===== config.mk =====
export PLATFORM = sky130hd
export DESIGN_NAME = ot_alarm
export DESIGN_NICKNAME = d
export VERILOG_FILES = /design/src/rtl/ot_alarm_pkg.sv /design/src/rtl/ot_fault_queue.sv /design/src/rtl/ot_alarm_state.sv /design/src/rtl/ot_alarm.sv
export SDC_FILE = /design/constraint.sdc
export NUM_CORES = 1
export LEC_CHECK = 0
export BUFFER_PORTS_ARGS = -buffer_cell sky130_fd_sc_hd__buf_4
export CAP_MARGIN = 5
export CORE_UTILIZATION = 25
export CTS_CLUSTER_SIZE = 10
export DETAILED_ROUTE_END_ITERATION = 10
export SKIP_CTS_REPAIR_TIMING = 1
export SYNTH_ARGS = -nofsm -noshare
export SYNTH_HDL_FRONTEND = slang
export SYNTH_SLANG_ARGS = --single-unit

===== constraint.sdc =====
create_clock -name clk -period 2.5 [get_ports clk]
set_clock_uncertainty 0.1 [all_clocks]
set_input_delay 0.375 -clock clk [delete_from_list [all_inputs] [get_ports clk]]
set_output_delay 0.375 -clock clk [all_outputs]
set_load 0.01 [all_outputs]

===== src/rtl/ot_alarm_pkg.sv =====
package ot_alarm_pkg;

    localparam int QSEL_W = 2;

    typedef enum logic {
        MODE_THERMO = 1'b0,
        MODE_LATCH  = 1'b1
    } alarm_mode_e;

    typedef enum logic {
        WATCH_UPPER = 1'b0,
        WATCH_LOWER = 1'b1
    } watch_dir_e;

    typedef struct packed {
        logic              sleep;
        alarm_mode_e       mode;
        logic [QSEL_W-1:0] qsel;
    } ctl_t;

    // run length demanded by each queue select code
    function automatic int unsigned fault_need(input logic [QSEL_W-1:0] sel);
        case (sel)
            2'b00:   return 1;
            2'b01:   return 2;
            2'b10:   return 4;
            default: return 6;
        endcase
    endfunction

endpackage


===== src/rtl/ot_fault_queue.sv =====
module ot_fault_queue #(
    parameter int CNT_W = 3
) (
    input  logic             clk,
    input  logic             rst,
    input  logic             count_en,
    input  logic             qualify,
    input  logic             clear,
    input  logic [CNT_W-1:0] need,
    output logic             trip
);
    logic [CNT_W-1:0] run_q;
    logic [CNT_W:0]   run_inc;
    logic             full;

    assign run_inc = {1'b0, run_q} + 1'b1;
    assign full    = run_inc >= {1'b0, need};
    assign trip    = count_en & qualify & full & ~clear;

    always_ff @(posedge clk) begin
        if (rst || clear) begin
            run_q <= '0;
        end else if (count_en) begin
            if (!qualify || full) run_q <= '0;
            else                  run_q <= run_inc[CNT_W-1:0];
        end
    end
endmodule


===== src/rtl/ot_alarm_state.sv =====
module ot_alarm_state
    import ot_alarm_pkg::*;
(
    input  logic        clk,
    input  logic        rst,
    input  alarm_mode_e mode,
    input  logic        sleep,
    input  logic        rd,
    input  logic        trip,
    input  logic        cfg_chg,
    output logic        alarm,
    output watch_dir_e  dir
);
    logic       clear_evt;
    logic       alarm_d;
    watch_dir_e dir_d;

    assign clear_evt = (mode == MODE_LATCH) & alarm & (sleep | rd);

    always_comb begin
        alarm_d = alarm;
        dir_d   = dir;
        if (clear_evt) begin
            alarm_d = 1'b0;
            dir_d   = (dir == WATCH_UPPER) ? WATCH_LOWER : WATCH_UPPER;
        end else if (trip) begin
            alarm_d = (mode == MODE_LATCH) ? 1'b1 : ~alarm;
        end
        if (cfg_chg) dir_d = WATCH_UPPER;
    end

    always_ff @(posedge clk) begin
        if (rst) begin
            alarm <= 1'b0;
            dir   <= WATCH_UPPER;
        end else begin
            alarm <= alarm_d;
            dir   <= dir_d;
        end
    end
endmodule


===== src/rtl/ot_alarm.sv =====
module ot_alarm
    import ot_alarm_pkg::*;
#(
    parameter int TEMP_W = 9,
    parameter int CNT_W  = 3
) (
    input  logic                     clk,
    input  logic                     rst,
    input  logic                     conv_done,
    input  logic signed [TEMP_W-1:0] sample,
    input  logic signed [TEMP_W-1:0] thr_hi,
    input  logic signed [TEMP_W-1:0] thr_lo,
    input  logic                     cfg_shutdown,
    input  logic                     cfg_mode,
    input  logic                     cfg_polarity,
    input  logic [QSEL_W-1:0]        cfg_queue,
    input  logic                     rd_strobe,
    output logic                     alarm_pin,
    output logic                     alarm_active
);
    ctl_t             ctl, ctl_q;
    logic             cfg_chg;
    logic             above, below, watch_low, qualify;
    logic             latched_hold, count_en, count_clr, trip;
    logic [CNT_W-1:0] need;
    watch_dir_e       dir;

    assign ctl.sleep = cfg_shutdown;
    assign ctl.mode  = alarm_mode_e'(cfg_mode);
    assign ctl.qsel  = cfg_queue;

    // previous mode and queue select, to spot a reconfiguration
    always_ff @(posedge clk) begin
        if (rst) ctl_q <= '0;
        else     ctl_q <= ctl;
    end

    assign cfg_chg = (ctl.mode != ctl_q.mode) || (ctl.qsel != ctl_q.qsel);
    assign need    = CNT_W'(fault_need(ctl.qsel));

    assign above     = sample > thr_hi;
    assign below     = sample < thr_lo;
    assign watch_low = (ctl.mode == MODE_LATCH) ? (dir == WATCH_LOWER) : alarm_active;
    assign qualify   = watch_low ? below : above;

    assign latched_hold = (ctl.mode == MODE_LATCH) & alarm_active;
    assign count_clr    = ctl.sleep | cfg_chg | latched_hold;
    assign count_en     = conv_done & ~count_clr;

    ot_fault_queue #(.CNT_W(CNT_W)) queue_i (
        .clk      (clk),
        .rst      (rst),
        .count_en (count_en),
        .qualify  (qualify),
        .clear    (count_clr),
        .need     (need),
        .trip     (trip)
    );

    ot_alarm_state state_i (
        .clk     (clk),
        .rst     (rst),
        .mode    (ctl.mode),
        .sleep   (ctl.sleep),
        .rd      (rd_strobe),
        .trip    (trip),
        .cfg_chg (cfg_chg),
        .alarm   (alarm_active),
        .dir     (dir)
    );

    assign alarm_pin = cfg_polarity ? alarm_active : ~alarm_active;
endmodule


# After elaboration in Yosys (flattened, before gate mapping)

Cells that the tools add are included.

Flip-flop bits (word level): 8
Bits of input ports: 36
Logic and storage cells: 38

Add/sub/neg operators: 1
Order comparisons: 3
Equal/unequal tests: 4
Muxes and demuxes: 7
Bitwise logic cells: 11
Reductions and logical operators: 7

Operator list:

| kind                                           | count |
|---|---|
| > comparator 9 bit                             | 1 |
| less-than comparator 9 bit                     | 1 |
| case mux 3 bit (3 select lines)                | 1 |
| bitwise AND 1 bit                              | 6 |
| 2-to-1 mux 1 bit                               | 5 |
| adder 3 x 1 -> 4 bit (second input constant)   | 1 |
| greater-or-equal comparator 4 x 3 -> 1 bit     | 1 |
| OR reduction 2 bit                             | 2 |
| logical OR 1 bit                               | 3 |
| 2-to-1 mux 3 bit                               | 1 |
| OR 1 bit                                       | 3 |
| == test 2 x 1 -> 1 bit (second input constant) | 1 |
| == test 2 bit (second input constant)          | 1 |
| logical NOT 2 bit                              | 1 |
| != test 2 bit                                  | 1 |
| inverter 1 bit                                 | 2 |
| logical NOT 1 bit                              | 1 |
| != test 1 bit                                  | 1 |

# Depth between registers and ports, before layout

Word-level depth: 9
Depth in mapped cells: 10
Mapped depth without buffers: 10

# Cells and area by module

From an unflattened synthesis, not the netlist that was laid out.

Cell total of the unflattened synthesis: 118
Area total of the unflattened synthesis: 964.7 µm²

Modules (own cells, without submodules):

| module         | instances | cells an instance | area each (µm²) | seq. area each (µm²) |
|---|---|---|---|---|
| ot_alarm       | 1         | 80                | 603.1           | 60.1 |
| ot_fault_queue | 1         | 29                | 265.3           | 60.1 |
| ot_alarm_state | 1         | 9                 | 96.3            | 40.0 |

# Least setup slack after synthesis

No wires, ideal clock.

Kind: reg-to-reg
Start: reg queue_i.run_q[0]
End: reg state_i.alarm
Data arrival time: 2,013 ps
Path slack: 303 ps
Cell stages (with the launch flop): 11
Period minus slack after synthesis: 2,197 ps
Path through: dfxtp_1 > ha_1 > nor2b_1 > or2_2 > ha_1 > o21ai_0 > a21oi_1 > a311o_1 > nor2b_1 > a41o_1 > o31ai_2

Cells in the longest elaborated chain, start to end: 4

Ends and longest elaborated chain:

| what                                       | line                 | RTL |
|---|---|---|
| start: declaration                         | ot_fault_queue.sv:12 | `logic [CNT_W-1:0] run_q;` |
| start signal: assignment                   | ot_fault_queue.sv:25 | `else run_q <= run_inc[CNT_W-1:0];` |
| adder 3 x 1 -> 4 bit                       | ot_fault_queue.sv:16 | `assign run_inc = {1'b0, run_q} + 1'b1;` |
| greater-or-equal comparator 4 x 3 -> 1 bit | ot_fault_queue.sv:17 | `assign full = run_inc >= {1'b0, need};` |
| bitwise AND 1 bit (2 in series)            | ot_fault_queue.sv:18 | `assign trip = count_en & qualify & full & ~clear;` |
| end signal: assignment                     | ot_alarm_state.sv:37 | `alarm <= alarm_d;` |
| end: declaration                           | ot_alarm_state.sv:11 | `output logic alarm,` |

No other way between the ends.
A chain may end at the register's enable or synchronous reset.

# Worst setup path after layout

Ends and elaborated chain as after synthesis.

==> key figures <==
Status
  – Status: complete, no violations

Synth
  – Area contributors post-synth: ha_1 (28%), dfxtp_1 (17%), inv_1 (9.6%), xnor2_1 (3.7%), a21oi_1 (3.2%)
  – Synthesized area: 937.1 sq um
  – Synth top area share: 0.2804
  – Mapped Cells: 118
  – Async SR Flop Fraction: 0
  – Avg Inst Size Synth: 7.942 sq um
  – EDFF count, synth: 0
  – Part of the Yosys area used for sequential elements: 0.1709
  – Library cells used by synthesis: 35
  – Area leader, netlist: ha_1
  – Post-synth top flop: dfxtp_1
  – Net Count, Synth: 175
  – Post-synthesis sequential element count: 8
  – Yosys Warn Count: 0

Die
  – Ports: 38
  – Die width: 63.23 microns
  – Core area: 3468 sq um
  – Row cnt: 21
  – Initial Util: 0.2702
  – Die area: 3997 sq um
  – Chip height: 63.23 microns

Detailed routing
  – Drt via density: 4.673
  – DRT antenna net count: 0
  – 1st-iter DRT viols: 9
  – DRT Wirelength: 2207 microns
  – DR WL/cell: 10.93 microns
  – Via count: 944
  – # DRC: 0
  – Detailed-router iteration count before antenna repair: 3

Pwr
  – Clock Power Share: 0.363
  – Pwr/cell area: 326.7 nW/um^2
  – NetSw: 0.1170 mW
  – P_leak: 0.6862 nW
  – P_int: 0.3118 mW
  – Switching Fraction: 0.2730
  – Pwr Total: 0.4288 mW
  – Sequential power share: 0.309
  – Combinational Power Share: 0.328
  – Worst IR Drop VDD: 0.1024 mV

GRT
  – M1 GR Usage: 0.1362
  – GR Util met2: 0.2191
  – Met3 Use GR: 0.01812
  – All-Layer GR Usage: 0.1198
  – Global-route wire length before repair: 3843 microns
  – Gr busiest metal: met2
  – Largest net degree at the start of global routing: 9
  – GRT overflow: 0
  – Vias in the first global route: 973
  – Initial antenna violation count: 0

Worst setup path
  – R2r worst-path depth: 10
  – WP data required: 2540 ps
  – CP Launch Point: queue_i.run_q[0]$_SDFFE_PP0P_
  – Reg2Reg Launch Point: queue_i.run_q[0]$_SDFFE_PP0P_
  – Worst EP arrival: 2340 ps
  – R2R setup slack: 200 ps
  – Worst R2R End: state_i.alarm$_SDFFE_PP0P_
  – Critical Path Sink Type: register
  – Startpoint Class: register
  – Crit Path Class: reg2reg
  – End of the critical path: state_i.alarm$_SDFFE_PP0P_
  – Crit-path max FO: 5

Timing
  – Final TNS setup: 0 ps
  – Final period utilization: 0.9198
  – Final Hold Viols: 0
  – Crit path time final: 2300 ps
  – Hold_ws: 261.6 ps
  – RSZ-0062 raised after global routing: false
  – Rel. slew slack: 0.6671
  – Max-slew violations: 0
  – Setup violators final: 0
  – Worst slew pin tran: 492.4 ps
  – Fmax: 434.9 MHz

Final layout
  – Area Growth Syn to Fin: 40.05%
  – Fin nets: 215
  – Share of cells above drive strength 1: 0.3077
  – ANT cells: 0

Clock network
  – Clock sink count: 8
  – Total CTS buffers: 3
  – Worst skew pair latency: 230 ps
  – Root buffer cell: clkbuf_8
  – Clk buf depth: 2
  – H-tree depth: 1
  – Reg clk slew, reported paths: 40 ps
  – CTS tree: built

Placed design
  – PortBufs: 37
  – Final GP Congestion: 0.8057
  – DPL Wire Length: 1969 microns

Job
  – Max_cap viols: 0

Min path
  – Hold WC Path Type: in2reg
  – Hold Startpoint: rst
power by group through the flow:
stage	logic [mW]	registers [mW]	clock network, mW
global placement	0.137	0.135	0
global route	0.159	0.133	0.169
floorplan	0.0758	0.134	0
detailed placement	0.141	0.135	0
finish	0.141	0.133	0.156
CTS	0.142	0.133	0.161
worst min path at each step:
stage | end | slack [ps] | depth (start not counted)
after detailed placement | queue_i.run_q[2]$_SDFFE_PP0P_ | 370 | 2
after CTS | ctl_q[1]$_SDFF_PP0_ | 260 | 2
after global routing | ctl_q[1]$_SDFF_PP0_ | 270 | 2
after global placement | queue_i.run_q[1]$_SDFFE_PP0P_ | 360 | 2
final | ctl_q[1]$_SDFF_PP0_ | 260 | 2
after floorplan | queue_i.run_q[1]$_SDFFE_PP0P_ | 340 | 2
area by class of cell:
type,count,area (sq um)
multi-input cells,84,684.4
clock buffers,3,41.29
inverters,24,90.09
well taps,46,57.56
repair buffers,37,277.8
fillers,381,2156
flip-flops and latches,8,161.4
cell usage in the layout (no fill, tap or decap), types with 2 or more instances in the layout:
cell / netlist / final
nand4_1: 3 / 3
o21ai_1: 2 / 2
ha_1: 21 / 20
a41o_1: 2 / 2
xnor2_1: 4 / 4
nor2b_1: 3 / 2
a21oi_1: 6 / 6
dfxtp_1: 8 / 7
clkbuf_8: 0 / 3
o2111ai_1: 2 / 2
o21ai_0: 4 / 4
buf_4: 0 / 37
nand2_1: 7 / 7
nor2_1: 6 / 6
nand3_1: 3 / 3
inv_1: 24 / 24
nor3_1: 2 / 2
routing by layer:
| metal | up-vias | share of wire |
|---|---|---|
| met2 | 30 | 0.48 |
| li1 | 497 | - |
| met3 | 5 | 0.056 |
| met5 | - | 0 |
| met1 | 412 | 0.44 |
| met4 | 0 | 0.019 |
cell families after synthesis:
group,share of synthesized area
adder cells (fa/ha/maj),0.2804
XOR/XNOR,0.04673
AO/OA/AOI/OAI,0.2056
multiplexers,0.01068
buffers and inverters,0.1041
flip-flops,0.1709
AND/OR/NAND/NOR,0.1816
through the flow:
step,area (sq um),worst slack (ps),utilization,std cells
after floorplan,937.1,302.9,-,118
after global placement,1265,221.7,0.3647,199
after detailed placement,1265,150.1,0.3647,199
after CTS,1306,139.9,0.3766,202
after global routing,1313,29.80,0.3784,202
final,1313,200.5,0.3784,202
cell usage after synthesis, drive strengths merged (2+ instances only):
master	instances
nor2b	3
clkbuf	2
o2111ai	2
nand2	7
a21oi	6
ha	21
dfxtp	8
a41o	2
nand4	3
nor3	2
inv	24
o31ai	2
o21ai	6
nand3	4
xnor2	4
nor2	6
flip-flops by register name, summed over array words and instances (netlist names):
signal / cells
state_i.alarm: 1
queue_i.run_q: 3
ctl_q: 3
state_i.dir: 1
critical path, cell delays in order, from the launching register on:
cell and delay, ps:
dfxtp_2 340, ha_2 190, nor2b_1 130, or2_2 280
ha_1 280, o21ai_0 70, a21oi_1 60, a311o_1 290
nor2b_2 170, a41o_1 240, o31ai_2 60
(Power assumes the default switching activity.)
